$ cat src/rtl/csa_pkg.sv
package csa_pkg;
    localparam int WIN    = 3;
    localparam int WIN_N  = WIN * WIN;
    localparam int GRID   = 2 * WIN - 1;
    localparam int GRID_N = GRID * GRID;
    localparam int CTR    = WIN_N / 2;
    localparam int N_CORN = 4;

    typedef enum logic [1:0] {
        CLS_NONE   = 2'd0,
        CLS_SUMMED = 2'd1,
        CLS_SINGLE = 2'd2
    } alloc_cls_e;
endpackage

$ cat src/rtl/csa_window_sel.sv
module csa_window_sel
    import csa_pkg::*;
#(
    parameter int CHG_W = 8
) (
    input  logic                      coarse_mode,
    input  logic [GRID_N*CHG_W-1:0]   grid_chg,
    input  logic [GRID_N-1:0]         grid_hit,
    output logic [CHG_W-1:0]          win_chg [WIN_N],
    output logic                      win_hit [WIN_N]
);
    for (genvar wr = 0; wr < WIN; wr++) begin : g_row
        for (genvar wc = 0; wc < WIN; wc++) begin : g_col
            localparam int FINE_IX   = (wr + 1) * GRID + (wc + 1);
            localparam int COARSE_IX = (2 * wr) * GRID + (2 * wc);
            logic             flag;
            logic [CHG_W-1:0] raw;
            always_comb begin
                if (coarse_mode) begin
                    flag = grid_hit[COARSE_IX];
                    raw  = grid_chg[COARSE_IX*CHG_W +: CHG_W];
                end else begin
                    flag = grid_hit[FINE_IX];
                    raw  = grid_chg[FINE_IX*CHG_W +: CHG_W];
                end
                win_hit[wr*WIN+wc] = flag;
                win_chg[wr*WIN+wc] = flag ? raw : '0;
            end
        end
    end
endmodule

$ cat src/rtl/csa_local_max.sv
module csa_local_max
    import csa_pkg::*;
#(
    parameter int CHG_W = 8
) (
    input  logic             clk,
    input  logic             rst_n,
    input  logic [CHG_W-1:0] win_chg [WIN_N],
    input  logic             win_hit [WIN_N],
    output logic             centre_wins
);
    always_comb begin
        centre_wins = win_hit[CTR];
        for (int j = 0; j < WIN_N; j++) begin
            if (j < CTR && win_hit[j] && win_chg[j] >= win_chg[CTR])
                centre_wins = 1'b0;
            if (j > CTR && win_hit[j] && win_chg[j] > win_chg[CTR])
                centre_wins = 1'b0;
        end
    end

    p_win_needs_flag_r2: assert property (@(posedge clk) disable iff (!rst_n)
        centre_wins |-> win_hit[CTR]);
endmodule

$ cat src/rtl/csa_corner_sum.sv
module csa_corner_sum
    import csa_pkg::*;
#(
    parameter int CHG_W = 8,
    parameter int SUM_W = CHG_W + 2
) (
    input  logic             clk,
    input  logic             rst_n,
    input  logic [CHG_W-1:0] win_chg [WIN_N],
    output logic [1:0]       best_idx,
    output logic [SUM_W-1:0] best_sum
);
    logic [SUM_W-1:0] corner [N_CORN];

    for (genvar k = 0; k < N_CORN; k++) begin : g_corner
        localparam int R0 = k / 2;
        localparam int C0 = k % 2;
        localparam int A  = R0 * WIN + C0;
        assign corner[k] = SUM_W'(win_chg[A]) + SUM_W'(win_chg[A+1])
                         + SUM_W'(win_chg[A+WIN]) + SUM_W'(win_chg[A+WIN+1]);
    end

    always_comb begin
        best_idx = 2'd0;
        best_sum = corner[0];
        for (int k = 1; k < N_CORN; k++) begin
            if (corner[k] > best_sum) begin
                best_idx = 2'(k);
                best_sum = corner[k];
            end
        end
    end

    p_best_not_below_r5: assert property (@(posedge clk) disable iff (!rst_n)
        best_sum >= corner[0] && best_sum >= corner[1]
        && best_sum >= corner[2] && best_sum >= corner[3]);
    p_tie_order_r6: assert property (@(posedge clk) disable iff (!rst_n)
        (best_idx == 2'd3) |-> (corner[0] < corner[3] && corner[1] < corner[3]
                                && corner[2] < corner[3]));
    p_tie_order_mid_r6: assert property (@(posedge clk) disable iff (!rst_n)
        (best_idx == 2'd2) |-> (corner[0] < corner[2] && corner[1] < corner[2]));
endmodule

$ cat src/rtl/csa_alloc_arbiter.sv
module csa_alloc_arbiter
    import csa_pkg::*;
#(
    parameter int CHG_W = 8,
    localparam int SUM_W = CHG_W + 2
) (
    input  logic                    clk,
    input  logic                    rst_n,
    input  logic                    in_valid,
    input  logic                    single_mode,
    input  logic                    coarse_mode,
    input  logic [SUM_W-1:0]        sum_thr,
    input  logic [GRID_N*CHG_W-1:0] grid_chg,
    input  logic [GRID_N-1:0]       grid_hit,
    output logic                    hit_strobe,
    output logic [1:0]              hit_corner,
    output logic [SUM_W-1:0]        hit_sum,
    output logic                    hit_over_thr
);
    logic [CHG_W-1:0] win_chg [WIN_N];
    logic             win_hit [WIN_N];
    logic             centre_wins;
    logic [1:0]       best_idx;
    logic [SUM_W-1:0] best_sum;

    csa_window_sel #(.CHG_W(CHG_W)) u_win (
        .coarse_mode(coarse_mode), .grid_chg(grid_chg), .grid_hit(grid_hit),
        .win_chg(win_chg), .win_hit(win_hit)
    );
    csa_local_max #(.CHG_W(CHG_W)) u_max (
        .clk(clk), .rst_n(rst_n), .win_chg(win_chg), .win_hit(win_hit),
        .centre_wins(centre_wins)
    );
    csa_corner_sum #(.CHG_W(CHG_W), .SUM_W(SUM_W)) u_sum (
        .clk(clk), .rst_n(rst_n), .win_chg(win_chg),
        .best_idx(best_idx), .best_sum(best_sum)
    );

    alloc_cls_e       cls_d, cls_q;
    logic [1:0]       idx_q;
    logic [SUM_W-1:0] sum_q;
    logic [SUM_W-1:0] thr_q;
    logic [CHG_W-1:0] ctr_q;

    always_comb begin
        cls_d = CLS_NONE;
        if (in_valid) begin
            if (single_mode)
                cls_d = win_hit[CTR] ? CLS_SINGLE : CLS_NONE;
            else
                cls_d = centre_wins ? CLS_SUMMED : CLS_NONE;
        end
    end

    always_ff @(posedge clk) begin
        if (!rst_n) begin
            cls_q <= CLS_NONE;
            idx_q <= '0;
            sum_q <= '0;
            thr_q <= '0;
            ctr_q <= '0;
        end else begin
            cls_q <= cls_d;
            idx_q <= best_idx;
            sum_q <= best_sum;
            thr_q <= sum_thr;
            ctr_q <= win_chg[CTR];
        end
    end

    always_ff @(posedge clk) begin
        if (!rst_n) begin
            hit_strobe   <= 1'b0;
            hit_corner   <= '0;
            hit_sum      <= '0;
            hit_over_thr <= 1'b0;
        end else begin
            unique case (cls_q)
                CLS_SUMMED: begin
                    hit_strobe   <= 1'b1;
                    hit_corner   <= idx_q;
                    hit_sum      <= sum_q;
                    hit_over_thr <= (sum_q >= thr_q);
                end
                CLS_SINGLE: begin
                    hit_strobe   <= 1'b1;
                    hit_corner   <= '0;
                    hit_sum      <= SUM_W'(ctr_q);
                    hit_over_thr <= 1'b1;
                end
                default: begin
                    hit_strobe   <= 1'b0;
                    hit_corner   <= '0;
                    hit_sum      <= '0;
                    hit_over_thr <= 1'b0;
                end
            endcase
        end
    end

    p_quiet_when_idle_r11: assert property (@(posedge clk) disable iff (!rst_n)
        !hit_strobe |-> (hit_corner == 2'd0 && hit_sum == '0 && !hit_over_thr));
    p_latency_r10: assert property (@(posedge clk) disable iff (!rst_n)
        !$past(in_valid, 2) |-> !hit_strobe);
    p_over_thr_r7: assert property (@(posedge clk) disable iff (!rst_n)
        (cls_q == CLS_SUMMED) |=> (hit_over_thr == (hit_sum >= $past(thr_q))));
endmodule

$ cat config.mk
export PLATFORM = sky130hd
export DESIGN_NAME = csa_alloc_arbiter
export DESIGN_NICKNAME = d
export VERILOG_FILES = /design/src/rtl/csa_pkg.sv /design/src/rtl/csa_window_sel.sv /design/src/rtl/csa_local_max.sv /design/src/rtl/csa_corner_sum.sv /design/src/rtl/csa_alloc_arbiter.sv
export SDC_FILE = /design/constraint.sdc
export NUM_CORES = 1
export LEC_CHECK = 0
export BUFFER_PORTS_ARGS = -buffer_cell sky130_fd_sc_hd__buf_2
export CAP_MARGIN = 10
export CORE_MARGIN = 5
export CORE_UTILIZATION = 40
export DETAILED_ROUTE_END_ITERATION = 16
export PLACE_DENSITY = 0.67
export SLEW_MARGIN = 0
export SYNTH_ARGS = -nofsm -noshare
export SYNTH_HDL_FRONTEND = slang
export SYNTH_SLANG_ARGS = --single-unit
$ cat constraint.sdc
create_clock -name clk -period 11.4 [get_ports clk]
set_clock_uncertainty 0.15 [all_clocks]
set_input_delay 1.71 -clock clk [delete_from_list [all_inputs] [get_ports clk]]
set_output_delay 1.71 -clock clk [all_outputs]
set_load 0.1 [all_outputs]
==> out/results.ini <==
[run]
maxCapViolations=0

[clock_network]
setup_fix_buffers_added_after_clock_tree_synthesis=0
clock_transition_at_the_registers_of_the_reported_paths_ns=0.06
numClockSinks=46
insertion_delay_of_the_later_clocked_pin_in_the_worst_skew_pair_ns=0.28
cts.path.max_buffers=2
cts_buffers=5
h-tree-depth=2
tritoncts_clock_tree=built
clock-root-buffer=sky130_fd_sc_hd__clkbuf_16

[finish]
finalNonFillerCells=1474
post_route_cells_drive_above_1_share_pct=22.9
design.final.nets=1637
most-common-layout-cells=180 x sky130_fd_sc_hd__buf_2, 163 x sky130_fd_sc_hd__inv_1, 159 x sky130_fd_sc_hd__ha_1
insertedDiodeCount=0
most_frequent_standard_cell_in_the_layout_excluding_fill_and_tap_cells=sky130_fd_sc_hd__buf_2
area_delta_synth_final_pct=16.9

[floorplanning]
die_w_um=155
die_h_um=155
initial_core_util_pct=40.2
rows=53
floorplan.core_area_um2=20800
boundaryPins=254
die-area_um2=23900

[synthesis]
postSynth.asyncResetShare_pct=0
synth_area_per_cell_um2=8.23
synth-edff-count=0
post_syn_nets=1455
netlist-cell-type-count=63
postSynthCellCount=1016
synth_seq_cells=46
yosysWarningCount=0
synth_ff_type=sky130_fd_sc_hd__dfxtp_1
seq_area_frac_synth_pct=11.0
netlist_area_um2=8360

[timing]
slew_viol_final=0
worst_slew_pin_slew_ns=0.738
totalNegativeSetupSlack_ns=0
unrepaired_setup_endpoints_after_global_routing=no
fin_crit_ns=10.57
final.setup.worst_slack_ns=0.833
achievable-frequency_mhz=94.6
setup_viol_count_final=0
hold-worst-slack_ns=0.314
timing.max_slew.rel_slack_pct=50.7
hold_viol_final=0
layout_worst_path_cycle_share_pct=92.7

[place]
io_buffers=181
dp_hpwl_um=19100
post-place-ws_ns=0.334
place_inst=1466
final_gp_congestion=0.881

[detailed_routing]
routedWlPerCell_um=14.6
finalWirelength_um=21500
iteration_0_drc_count_of_the_detailed_router=265
postRouteAntennaNets=0
routed_via_density=5.00
vias=7368
detail_route.drc_violations=0
initial_drt_pass_iterations=6

[outcome]
status=finished clean

[critical_path]
worst_r2r_startpoint=sum_q[0]$_SDFF_PN0_
critical_path.startpoint=coarse_mode
crit_type=in2reg
cp.required_ns=11.43
worst_path_largest_cell_delay_ns=0.48
critical_path_peak_fanout=13
slowest_stage_cell_crit_path=sky130_fd_sc_hd__fa_1
arrival_ns=10.60
end_kind=register
nature_of_the_critical_path_startpoint=input pin

[pwr]
leak_pwr_nw=5.45
net-switching-power_mw=1.11
worst_ir_drop_vdd_v=0.000253
power.switching_fraction_pct=49.8
total_power_divided_by_cell_area_nw_per_um2=227
power_report.internal_total_mw=1.12
power.combinational.fraction_pct=84.4
clock_power_share_pct=6.4
seqPwrFrac_pct=9.1

[hold_path]
hold_path.class=reg2reg
hold_path.startpoint=idx_q[1]$_SDFF_PN0_

[grt]
grt_usage_pct=17.7
grt_pass1_wl_um=35000
first_global_vias=7591
grt_max_degree=37
grt_overflow_total=0
antenna_violations_before_repair=0

[per-layer routing]
layer | wire, µm | vias to the layer above | GRT usage, % | share of wire, %
met5 | 0 | - | 0 | 0
li1 | - | 3813 | - | -
met4 | 450 | 0 | 3.99 | 2.1
met2 | 10000 | 213 | 31.9 | 47
met3 | 1180 | 28 | 2.27 | 5.5
met1 | 9810 | 3314 | 22.4 | 46
[cell type report]
class | count | area [µm²]
multi-input combinational | 787 | 6740
timing repair buffer | 195 | 1010
inverter | 163 | 612
fill | 2059 | 11000
sequential | 46 | 921
clock inverter | 2 | 12.5
tap | 275 | 344
clock buffer | 6 | 139
[worst max-delay path, delay by kind of cell]
family	cells	cell delay [ns]
AOI/OAI and AO/OA	16	3.26
xor gates and xnor gates	1	0.10
adders and majority gates	7	2.31
buffers and inverters	6	0.96
muxes	2	0.47
and+or+nand+nor	8	1.78
[through the flow]
| step | util, % | cell area [µm²] | total power [mW] |
|---|---|---|---|
| floorplan | - | 8370 | 1.68 |
| global placement | 46.2 | 9620 | 2.01 |
| detailed placement | 46.2 | 9620 | 2.06 |
| CTS | 46.9 | 9770 | 2.21 |
| global route | 47.0 | 9780 | 2.47 |
| finish | 47.0 | 9780 | 2.22 |
[kinds of logic after synthesis]
| family | Yosys count | synth area share (%) |
|---|---|---|
| compound gates | 210 | 16.7 |
| flops | 46 | 11.0 |
| simple gates | 237 | 13.4 |
| mux | 84 | 10.9 |
| buf+inv | 183 | 8.53 |
| xor+xnor | 49 | 5.13 |
| fa+ha+maj | 207 | 34.3 |
[synth_stat cells (all sizes together) (17+ instances only)]
master / count / area [µm²]
dfxtp: 46 / 921
fa: 40 / 801
mux2i: 36 / 364
a21oi: 65 / 333
mux2: 48 / 544
ha: 159 / 1990
xnor2: 35 / 307
a21o: 31 / 233
nor2: 84 / 315
nand2: 64 / 240
inv: 163 / 612
o21ai: 38 / 201
o21bai: 17 / 128
[state kept, by name (all words and copies together), names as in the netlist]
signal	flops
hit_strobe	1
ctr_q	8
hit_corner	2
thr_q	10
cls_q	2
sum_q	10
hit_sum	10
idx_q	2
hit_over_thr	1
[path summary, 6_finish.rpt]
check / cells after the start / slack [ns] / to
worst max-delay path: 40 / 0.83 / sum_q[4]$_SDFF_PN0_
worst min-delay path: 1 / 0.31 / hit_corner[1]$_SDFF_PN0_
worst max register to register: 13 / 8.83 / hit_over_thr$_SDFF_PN0_
worst min register to register: 1 / 0.31 / hit_corner[1]$_SDFF_PN0_
[power groups by stage]
stage / Clock, mW / Sequential (mW) / Combinational, mW
3_5_place_dp: 0 / 0.206 / 1.85
4_1_cts: 0.145 / 0.203 / 1.86
5_1_grt: 0.152 / 0.205 / 2.11
2_1_floorplan: 0 / 0.203 / 1.48
3_3_place_gp: 0 / 0.206 / 1.80
6_report: 0.143 / 0.203 / 1.88
[repair_timing]
item / CTS / global route
hold buffers: 0 / 0
resized for setup: 0 / 1
setup endpoints to repair: 0 / 6
Power figures use the tool's default switching activity.
